===== config.mk =====
export PLATFORM = sky130hd
export DESIGN_NAME = edge_clr_timer
export DESIGN_NICKNAME = d
export VERILOG_FILES = /design/src/rtl/timer_pkg.sv /design/src/rtl/tmr_prescaler.sv /design/src/rtl/tmr_cap_edge.sv /design/src/rtl/tmr_counter.sv /design/src/rtl/tmr_ovf_flag.sv /design/src/rtl/edge_clr_timer.sv
export SDC_FILE = /design/constraint.sdc
export NUM_CORES = 1
export LEC_CHECK = 0
export BUFFER_PORTS_ARGS = -buffer_cell sky130_fd_sc_hd__clkbuf_2
export CAP_MARGIN = 20
export CORE_MARGIN = 10
export CORE_UTILIZATION = 48
export CTS_CLUSTER_SIZE = 24
export DETAILED_ROUTE_END_ITERATION = 8
export PLACE_DENSITY = 0.8
export REMOVE_ABC_BUFFERS = 1
export SLEW_MARGIN = 20
export SYNTH_ARGS = -nofsm -noshare
export SYNTH_HDL_FRONTEND = slang
export SYNTH_SLANG_ARGS = --single-unit

===== constraint.sdc =====
create_clock -name clk -period 2.25 [get_ports clk]
set_clock_uncertainty 0.15 [all_clocks]
set_input_delay 0.45 -clock clk [delete_from_list [all_inputs] [get_ports clk]]
set_output_delay 0.45 -clock clk [all_outputs]
set_load 0.005 [all_outputs]

===== src/rtl/timer_pkg.sv =====
package timer_pkg;

    typedef enum logic [1:0] {
        RATE_DIV64  = 2'b00,
        RATE_DIV32  = 2'b01,
        RATE_DIV2   = 2'b10,
        RATE_WATCH4 = 2'b11
    } rate_sel_e;

    typedef enum logic [1:0] {
        CLR_NONE = 2'b00,
        CLR_FALL = 2'b01,
        CLR_RISE = 2'b10,
        CLR_BOTH = 2'b11
    } clr_mode_e;

    typedef enum logic [1:0] {
        FLG_IDLE    = 2'b00,
        FLG_PENDING = 2'b01,
        FLG_ARMED   = 2'b10
    } flag_state_e;

    localparam int BIT_FLAG_HI = 7;
    localparam int BIT_FLAG_LO = 6;
    localparam int BIT_OVF_IE  = 5;
    localparam int BIT_EDGE    = 4;

endpackage


===== src/rtl/tmr_prescaler.sv =====
module tmr_prescaler
    import timer_pkg::*;
#(
    parameter int DIV_W  = 6,
    parameter int WDIV_W = 2
) (
    input  logic      clk,
    input  logic      rst_n,
    input  logic      wclk_tick,
    input  rate_sel_e rate,
    output logic      cnt_en
);
    logic [DIV_W-1:0]  div_q;
    logic [WDIV_W-1:0] wdiv_q;

    always_ff @(posedge clk) begin
        if (!rst_n) begin
            div_q  <= '0;
            wdiv_q <= '0;
        end else begin
            div_q <= div_q + 1'b1;
            if (wclk_tick) begin
                wdiv_q <= wdiv_q + 1'b1;
            end
        end
    end

    always_comb begin
        unique case (rate)
            RATE_DIV64:  cnt_en = &div_q;
            RATE_DIV32:  cnt_en = &div_q[DIV_W-2:0];
            RATE_DIV2:   cnt_en = div_q[0];
            RATE_WATCH4: cnt_en = wclk_tick & (&wdiv_q);
            default:     cnt_en = 1'b0;
        endcase
    end

    // After a slow-divider enable the divider restarts, so no internal rate fires next
    assert_div_restart_R2: assert property (@(posedge clk) disable iff (!rst_n)
        (cnt_en && rate == RATE_DIV64) |=> (!cnt_en || rate == RATE_WATCH4));

endmodule


===== src/rtl/tmr_cap_edge.sv =====
module tmr_cap_edge #(
    parameter int SYNC_STAGES = 2
) (
    input  logic clk,
    input  logic rst_n,
    input  logic cap_in,
    output logic level,
    output logic rise,
    output logic fall
);
    localparam int SR_W = SYNC_STAGES + 1;

    logic [SR_W-1:0] sr_q;

    always_ff @(posedge clk) begin
        if (!rst_n) begin
            sr_q <= '0;
        end else begin
            sr_q <= {sr_q[SR_W-2:0], cap_in};
        end
    end

    assign level = sr_q[SYNC_STAGES-1];
    assign rise  = sr_q[SYNC_STAGES-1] & ~sr_q[SYNC_STAGES];
    assign fall  = ~sr_q[SYNC_STAGES-1] & sr_q[SYNC_STAGES];

    assert_edge_single_R8: assert property (@(posedge clk) disable iff (!rst_n)
        (rise || fall) |=> !(rise || fall));
    assert_edge_exclusive_R8: assert property (@(posedge clk) disable iff (!rst_n)
        $onehot0({rise, fall}));

endmodule


===== src/rtl/tmr_counter.sv =====
module tmr_counter #(
    parameter int CNT_W = 8
) (
    input  logic             clk,
    input  logic             rst_n,
    input  logic             en,
    input  logic             clr,
    output logic [CNT_W-1:0] count,
    output logic             wrap
);
    logic [CNT_W-1:0] cnt_q;

    always_ff @(posedge clk) begin
        if (!rst_n) begin
            cnt_q <= '0;
        end else if (clr) begin
            cnt_q <= '0;
        end else if (en) begin
            cnt_q <= cnt_q + 1'b1;
        end
    end

    assign count = cnt_q;
    assign wrap  = en & ~clr & (&cnt_q);

    assert_clear_loads_zero_R4: assert property (@(posedge clk) disable iff (!rst_n)
        clr |=> (count == '0));
    assert_hold_without_enable_R2: assert property (@(posedge clk) disable iff (!rst_n)
        (!clr && !en) |=> $stable(count));
    assert_clear_no_wrap_R4: assert property (@(posedge clk) disable iff (!rst_n)
        clr |-> !wrap);

endmodule


===== src/rtl/tmr_ovf_flag.sv =====
module tmr_ovf_flag
    import timer_pkg::*;
(
    input  logic clk,
    input  logic rst_n,
    input  logic set_ev,
    input  logic rd_ev,
    input  logic wr_ev,
    input  logic wr_bit,
    output logic flag
);
    flag_state_e state_q, state_d;

    always_ff @(posedge clk) begin
        if (!rst_n) begin
            state_q <= FLG_IDLE;
        end else begin
            state_q <= state_d;
        end
    end

    always_comb begin
        state_d = state_q;
        unique case (state_q)
            FLG_IDLE: begin
                if (set_ev) state_d = FLG_PENDING;
            end
            FLG_PENDING: begin
                if (wr_ev)      state_d = FLG_PENDING;
                else if (rd_ev) state_d = FLG_ARMED;
            end
            FLG_ARMED: begin
                if (wr_ev) begin
                    if (!wr_bit && !set_ev) state_d = FLG_IDLE;
                    else                    state_d = FLG_PENDING;
                end
            end
            default: state_d = FLG_IDLE;
        endcase
    end

    always_comb begin
        unique case (state_q)
            FLG_IDLE:    flag = 1'b0;
            FLG_PENDING: flag = 1'b1;
            FLG_ARMED:   flag = 1'b1;
            default:     flag = 1'b0;
        endcase
    end

    assert_set_reaches_flag_R5: assert property (@(posedge clk) disable iff (!rst_n)
        set_ev |=> flag);
    assert_sticky_without_write_R6: assert property (@(posedge clk) disable iff (!rst_n)
        (flag && !wr_ev) |=> flag);
    assert_no_spurious_set_R6: assert property (@(posedge clk) disable iff (!rst_n)
        (!flag && !set_ev) |=> !flag);
    assert_write_one_keeps_R6: assert property (@(posedge clk) disable iff (!rst_n)
        (flag && wr_ev && wr_bit) |=> flag);

endmodule


===== src/rtl/edge_clr_timer.sv =====
module edge_clr_timer
    import timer_pkg::*;
#(
    parameter int DIV_W       = 6,
    parameter int WDIV_W      = 2,
    parameter int SYNC_STAGES = 2,
    parameter int CNT_W       = 8
) (
    input  logic             clk,
    input  logic             rst_n,
    input  logic             wclk_tick,
    input  logic             cap_in,
    input  logic             reg_wr,
    input  logic             reg_rd,
    input  logic [7:0]       reg_wdata,
    output logic [7:0]       reg_rdata,
    output logic [CNT_W-1:0] count_o,
    output logic             ovf_irq,
    output logic             cap_irq
);
    logic [5:0] ctrl_q;
    logic       flag_hi, flag_lo;
    logic       cnt_en, clr_pulse, wrap;
    logic       cap_lvl, cap_rise, cap_fall;
    rate_sel_e  rate;
    clr_mode_e  clr_mode;

    always_ff @(posedge clk) begin
        if (!rst_n) begin
            ctrl_q <= '0;
        end else if (reg_wr) begin
            ctrl_q <= reg_wdata[5:0];
        end
    end

    assign rate     = rate_sel_e'(ctrl_q[1:0]);
    assign clr_mode = clr_mode_e'(ctrl_q[3:2]);

    tmr_prescaler #(.DIV_W(DIV_W), .WDIV_W(WDIV_W)) u_presc (
        .clk(clk), .rst_n(rst_n), .wclk_tick(wclk_tick),
        .rate(rate), .cnt_en(cnt_en)
    );

    tmr_cap_edge #(.SYNC_STAGES(SYNC_STAGES)) u_edge (
        .clk(clk), .rst_n(rst_n), .cap_in(cap_in),
        .level(cap_lvl), .rise(cap_rise), .fall(cap_fall)
    );

    always_comb begin
        unique case (clr_mode)
            CLR_NONE: clr_pulse = 1'b0;
            CLR_FALL: clr_pulse = cap_fall;
            CLR_RISE: clr_pulse = cap_rise;
            CLR_BOTH: clr_pulse = cap_rise | cap_fall;
            default:  clr_pulse = 1'b0;
        endcase
    end

    tmr_counter #(.CNT_W(CNT_W)) u_cnt (
        .clk(clk), .rst_n(rst_n), .en(cnt_en), .clr(clr_pulse),
        .count(count_o), .wrap(wrap)
    );

    tmr_ovf_flag u_flag_hi (
        .clk(clk), .rst_n(rst_n), .set_ev(wrap & cap_lvl),
        .rd_ev(reg_rd), .wr_ev(reg_wr), .wr_bit(reg_wdata[BIT_FLAG_HI]),
        .flag(flag_hi)
    );

    tmr_ovf_flag u_flag_lo (
        .clk(clk), .rst_n(rst_n), .set_ev(wrap & ~cap_lvl),
        .rd_ev(reg_rd), .wr_ev(reg_wr), .wr_bit(reg_wdata[BIT_FLAG_LO]),
        .flag(flag_lo)
    );

    assign reg_rdata = {flag_hi, flag_lo, ctrl_q};
    assign ovf_irq   = ctrl_q[BIT_OVF_IE] & (flag_hi | flag_lo);
    assign cap_irq   = ctrl_q[BIT_EDGE] ? cap_fall : cap_rise;

    assert_ctrl_readback_R9: assert property (@(posedge clk) disable iff (!rst_n)
        reg_wr |=> (reg_rdata[5:0] == $past(reg_wdata[5:0])));
    assert_cap_irq_pulse_R8: assert property (@(posedge clk) disable iff (!rst_n)
        cap_irq |=> !cap_irq);
    assert_irq_needs_flag_R7: assert property (@(posedge clk) disable iff (!rst_n)
        ovf_irq |-> (reg_rdata[7] || reg_rdata[6]));

endmodule


Word level (Yosys, flattened, before mapping)
Index checks and enable logic that the tools add are counted.
{"block": "totals", "regBits": 29, "inputBits": 14, "wordCells": 74}
{"block": "op_classes", "n_bitwise": 14, "n_addsub": 3, "eq_ne": 16, "n_mux": 15, "reduce_logical": 19}
{"op": "2-bit equality test (second input constant)", "count": 6}
{"op": "2-bit two-way mux", "count": 6}
{"op": "2-bit one-hot mux with 3 select lines", "count": 2}
{"op": "8-bit by 1-bit adder with 8-bit output (second input constant)", "count": 1}
{"op": "1-bit bitwise AND", "count": 8}
{"op": "2-bit by 1-bit equality test with 1-bit output (second input constant)", "count": 4}
{"op": "2-bit logical NOT", "count": 4}
{"op": "1-bit one-hot mux with 4 select lines", "count": 2}
{"op": "8-bit AND reduction", "count": 1}
{"op": "6-bit by 1-bit adder with 6-bit output (second input constant)", "count": 1}
{"op": "3-bit != test (second input constant)", "count": 2}
{"op": "3-bit AND reduction", "count": 2}
{"op": "6-bit AND reduction", "count": 1}
{"op": "2-bit OR reduction", "count": 3}
{"op": "1-bit two-way mux", "count": 5}
{"op": "5-bit AND reduction", "count": 1}
{"op": "1-bit logical NOT", "count": 4}
{"op": "2-bit by 1-bit != test with 1-bit output (second input constant)", "count": 2}
{"op": "2-bit != test (second input constant)", "count": 2}
{"op": "1-bit inverter", "count": 4}
{"op": "2-bit by 1-bit adder with 2-bit output (second input constant)", "count": 1}
{"op": "1-bit logical AND", "count": 2}
{"op": "1-bit bitwise OR", "count": 2}
{"op": "2-bit AND reduction", "count": 1}

Depth between registers and ports, before layout
{"block": "depth", "depth_word": 13, "mapped_depth": 10, "depth_no_buf": 9}

Hierarchy
Synthesis repeated with hierarchy kept, for this count alone.
{"block": "unflattened", "cells_unflattened": 150, "area_unflattened_um2": 1456.4}
{"mod": "tmr_ovf_flag", "n_inst": 2, "cells_per_inst": 21, "area_each_um2": 182.7}
{"mod": "tmr_counter", "n_inst": 1, "cells_per_inst": 40, "area_each_um2": 364.1}
{"mod": "tmr_prescaler", "n_inst": 1, "cells_per_inst": 34, "area_each_um2": 351.6}
{"mod": "edge_clr_timer", "n_inst": 1, "cells_per_inst": 26, "area_each_um2": 284.0}
{"mod": "tmr_cap_edge", "n_inst": 1, "cells_per_inst": 8, "area_each_um2": 91.3}

Worst setup path before layout
Ideal clock, no wire load.
{"block": "synth_path", "path_kind": "reg-to-reg", "startpoint": "register u_presc.div_q[0]", "endpoint": "register u_flag_lo.state_q[1]", "slack_ps": -14, "setup_ps": 71, "path_stages_with_launch": 11, "arrival_time_ps": 2043, "cell_sequence": "dfxtp_1 ha_1 and3_1 ha_1 nand2b_1 a31oi_1 o31a_1 buf_6 a21boi_2 or4_1 a21oi_1"}
{"block": "synth_via", "elab_chain_cells": 7}
{"item": "from (decl)", "line_no": "tmr_prescaler.sv:13", "text": "logic [DIV_W-1:0] div_q;"}
{"item": "from (signal assigned)", "line_no": "tmr_prescaler.sv:21", "text": "div_q <= div_q + 1'b1;"}
{"item": "6-bit AND reduction or 5-bit AND reduction (tied branches)", "line_no": "tmr_prescaler.sv:30, tmr_prescaler.sv:31"}
{"item": "1-bit one-hot mux with 4 select lines (*)", "line_no": "tmr_prescaler.sv:29", "text": "unique case (rate)"}
{"item": "1-bit bitwise AND (*) (2 in series)", "line_no": "tmr_counter.sv:24", "text": "assign wrap = en & ~clr & (&cnt_q);"}
{"item": "1-bit bitwise AND (*)", "line_no": "edge_clr_timer.sv:71", "text": ".clk(clk), .rst_n(rst_n), .set_ev(wrap & ~cap_lvl),"}
{"item": "2-bit by 1-bit != test with 1-bit output (no line) (*)"}
{"item": "3-bit AND reduction (no line) (*)"}
{"item": "to (signal assigned)", "line_no": "tmr_ovf_flag.sv:18", "text": "state_q <= state_d;"}
{"item": "to (decl)", "line_no": "tmr_ovf_flag.sv:12", "text": "flag_state_e state_q, state_d;"}
Every way passes the cells marked *; elsewhere a longest branch is shown, timed or not.
A chain may end at the register's enable or synchronous reset.

Final worst setup path
{"block": "layout_path", "startpoint": "register u_presc.div_q[1]", "endpoint": "register u_flag_hi.state_q[1]"}
{"block": "layout_via", "elab_chain_cells": 7}
{"item": "6-bit AND reduction or 5-bit AND reduction (tied branches)", "line_no": "tmr_prescaler.sv:30, tmr_prescaler.sv:31"}
{"item": "1-bit one-hot mux with 4 select lines (*)", "line_no": "tmr_prescaler.sv:29"}
{"item": "1-bit bitwise AND (*) (2 in series)", "line_no": "tmr_counter.sv:24"}
{"item": "1-bit bitwise AND (*)", "line_no": "edge_clr_timer.sv:65", "text": ".clk(clk), .rst_n(rst_n), .set_ev(wrap & cap_lvl),"}
{"item": "2-bit by 1-bit != test with 1-bit output (no line) (*)"}
{"item": "3-bit AND reduction (no line) (*)"}
{"item": "to (signal assigned)", "line_no": "tmr_ovf_flag.sv:18"}
{"item": "to (decl)", "line_no": "tmr_ovf_flag.sv:12"}
Marked as above.

==> results.md <==
Status:
- The run finished, with violations left.
- The checks that failed: setup timing.

Routing:
- The vias after detailed routing is 1,228.
- The first detailed-routing pass ran for 4 iterations.
- The post-route antenna net violation count is 0.
- The number of remaining DRC errors is 0.
- In the final routed layout, each cell accounts on average for 14.4 um.
- Dividing the detail-routed via count by the number of cells gives 5.27.
- For this block, the initial DRC count from the detailed router was 74.
- The aggregate routed wire length is 3360 um.

Final layout:
- Summing all multi-input logic gate instances after layout gives 870 um^2.
- The finished cells cover 1830 um^2.
- The net count of the finished layout is 230.
- The number of cells in the finished layout apart from fillers is 233.
- The layout overhead on the synthesized area is 25.3%.
- The fraction of final layout cells with drive strength greater than 1 is 31.7%.
- The number of antenna diodes in the final layout is 0.
- The number of fill cells is 223.
- The flip-flop and latch area is 583 um^2.

Synthesis:
- For this run, the register share of the synthesized area comes to 39.9%.
- The synthesized netlist occupies a cell area of 1460 um^2.
- The post-synthesis area per instance is 9.22 um^2.
- Yosys printed 0 warnings.
- The number of storage elements in the synthesis netlist is 29.
- The number of library cell types mapped by synthesis is 36.
- In the synthesized netlist the async set-or-reset flop fraction comes to 0%.
- For this run, the leading register cell type out of synthesis is dfxtp_1.
- The number of synthesized flops with an enable pin is 0.
- The instance count of the mapped netlist is 158.

Global routing:
- The overall fraction of global-route tracks in use is 12.8%.
- The initial antenna violation count is 0.
- The global-route congestion overflow total is 0.
- The first global-routing pass estimated 5560 um of wire.
- The number of global-route vias before repair is 1,241.
- Entering global routing, the biggest net connects 18 pins.

Worst setup path:
- In this design, the stage delay of the slowest critical-path cell is 0.53 ns.
- The largest fanout on the critical path is 5.
- Data arrives at the worst endpoint at 2.47 ns.
- The required time at the worst-slack endpoint is 2.37 ns.
- Together, buffers and inverters on the worst path number 0.
- The worst setup path is captured at a flop.
- The critical path in this run is classified as reg -> reg.
- The critical path goes through ha_4, and3_4, ha_4, nand2b_1, a31oi_2, o31a_1, a21boi_2, or4b_1, a21oi_2.
- In this design, the critical path's most frequently occurring cell is ha_4.
- The type of element launching the critical path is a flop.
- The family of cells with the greatest summed delay on the critical path is simple AND/OR/NAND/NOR gates.
- The slowest stage cell on the critical path is or4b_1.

Power:
- The worst supply voltage drop on vdd is 0.000376 V.
- The areal power density over the cells is 542 nW/um^2.
- Of the total power, the share spent switching nets is 24.9%.
- In this run the power spent charging and discharging nets is 0.246 mW.
- The power share of the combinational group is 11.8%.
- The sequential fraction of design power is 56.1%.
- The share of total power in the clock network is 32.1%.
- Summing internal, switching and leakage power gives 0.989 mW.
- The static leakage is 0.798 nW.
- The internal power of the cells totals 0.743 mW.

Timing:
- The number of endpoints with negative hold slack in the final report is 0.
- The time the final worst path needs with I/O delays and setup is 2.35 ns.
- Setup violations remaining at the end of the flow were counted as 5.
- The maximum frequency from static timing analysis is 425 MHz.
- The pin slew with the least headroom to its limit is 0.585 ns.
- The total count of max-transition violations in the final report was 0.
- Setup repair after global routing could not meet its margin everywhere.
- The post-route worst setup slack is -0.104 ns.
- The final cycle utilization of the critical path is 105%.
- The worst slew margin relative to its limit is 60.8%.

CTS:
- The longest clock path from root to sink contains 2 buffers.
- The number of buffers created by CTS is 5.
- The number of levels in the clock H-tree is 2.
- The clock transition at the register clock pins on the worst setup and hold paths after CTS is 0.09 ns.
- The clock latency reported for the late side of the worst-skew pair is 0.34 ns.
- The clock tree root driver cell is clkbuf_4.
- TritonCTS built the clock tree.
- The clock sink count is 29.

Run:
- The number of max-cap violations is 0.

Floorplan:
- The count of standard-cell rows is 19.
- The starting density of the core is 51.5%.
- The height of the die is 75.1 um.
- The total area inside the core boundary comes to 2830 um^2.
- The I/O pin count is 32.
- The die area is 5640 um^2.
- Measured along the x axis, the die boundary spans 75.1 um.

Place:
- The area of placed instances is 1650 um^2.
- The placed cell count is 219.
- The count of input and output buffers is 31.
- At the end of routability-driven placement, the weighted congestion stood at 0.791.
- The HPWL after detailed placement is 2510 um.

Min path:
- The worst hold path belongs to the class in -> reg.
flip-flops by register name (all words and copies together) (netlist names):
signal	cells
ctrl_q	6
u_edge.sr_q	3
u_flag_lo.state_q	2
u_presc.wdiv_q	2
u_presc.div_q	6
u_flag_hi.state_q	2
u_cnt.count	8
stage by stage:
step                setup slack, ns  hold WS (ns)  setup TNS [ns]  utilization (%)
floorplan                    -0.101         0.262          -0.394                -
global placement           -0.00537         0.265        -0.00537             58.2
detailed placement           -0.203         0.275          -0.632             58.2
CTS                         -0.0701         0.165          -0.146             62.6
global route                 -0.195         0.169          -0.847             64.5
finish                       -0.104         0.175          -0.282             64.5
power by group through the flow:
| stage | clock (mW) | sequential (mW) | combinational [mW] |
|---|---|---|---|
| after floorplan | 0 | 0.562 | 0.0500 |
| after global placement | 0 | 0.562 | 0.0946 |
| after detailed placement | 0 | 0.564 | 0.0985 |
| after CTS | 0.324 | 0.554 | 0.104 |
| after global routing | 0.358 | 0.558 | 0.132 |
| final | 0.318 | 0.555 | 0.117 |
synthesized netlist by cell type (2+ instances only):
cell | count | area (um^2)
and2_1 | 4 | 25.0
nor3_1 | 4 | 20.0
inv_1 | 8 | 30.0
mux2i_1 | 7 | 70.1
ha_1 | 14 | 175
xor2_1 | 4 | 35.0
o21ai_0 | 6 | 30.0
nor2_1 | 21 | 78.8
or4_1 | 3 | 22.5
a31oi_1 | 3 | 18.8
nand3_1 | 5 | 25.0
nand2b_1 | 2 | 12.5
and3_1 | 5 | 31.3
nand2_1 | 6 | 22.5
xnor2_1 | 6 | 52.6
a221o_1 | 2 | 20.0
nor2b_1 | 2 | 12.5
a21oi_1 | 8 | 40.0
dfxtp_1 | 29 | 581
buf_4 | 2 | 15.0
a21boi_2 | 2 | 22.5
logic make-up after synthesis:
family,count (synthesis),share of synthesized area [%]
adders and majority gates,14,12.0
AOI/OAI and AO/OA,26,11.9
DFF,29,39.9
muxes,8,5.58
xor gates and xnor gates,10,6.01
and+or+nand+nor,57,20.0
buffers and inverters,14,4.64
path summary, 6_finish.rpt:
path,to,cells after the start,start,slack [ns]
setup reg to reg,u_flag_hi.state_q[1],9,u_presc.div_q[1],-0.10
setup / recovery,u_flag_hi.state_q[1],9,u_presc.div_q[1],-0.10
hold / removal,u_edge.sr_q[0],2,cap_in,0.17
hold reg to reg,u_edge.sr_q[1],1,u_edge.sr_q[0],0.29
layer usage:
metal | vias to the layer above | share of wire, % | track usage [%]
met1 | 555 | 47 | 14.3
li1 | 636 | - | -
met3 | 8 | 7.0 | 5.65
met4 | 0 | 1.5 | 5.04
met2 | 29 | 44 | 20.9
met5 | - | 0 | 0
cells in the final DEF (no fill, tap or decap), types with 5 or more instances in the layout:
cell	count
xnor2_1	6
nand2_1	5
nor2_1	21
clkbuf_2	31
clkbuf_4	5
mux2i_1	7
inv_1	8
dfxtp_1	27
ha_1	12
nand3_1	5
a21oi_1	6
buf_4	9
layout make-up:
class / instances / area share [%]
clock buffers: 7 / 3.02
repair buffers: 42 / 13.4
multi-input cells: 115 / 47.6
flip-flops and latches: 29 / 31.9
inverters: 9 / 1.85
well taps: 31 / 2.12
repair_timing:
action / 4_1_cts / 5_1_grt
hold endpoints to repair: 0 / 0
pin swaps: 10 / 7
setup buffers: 4 / 3
gates resized for setup: 9 / 9
hold buffers: 0 / 0
endpoints found under the setup margin: 4 / 6
(Power assumes the default switching activity.)
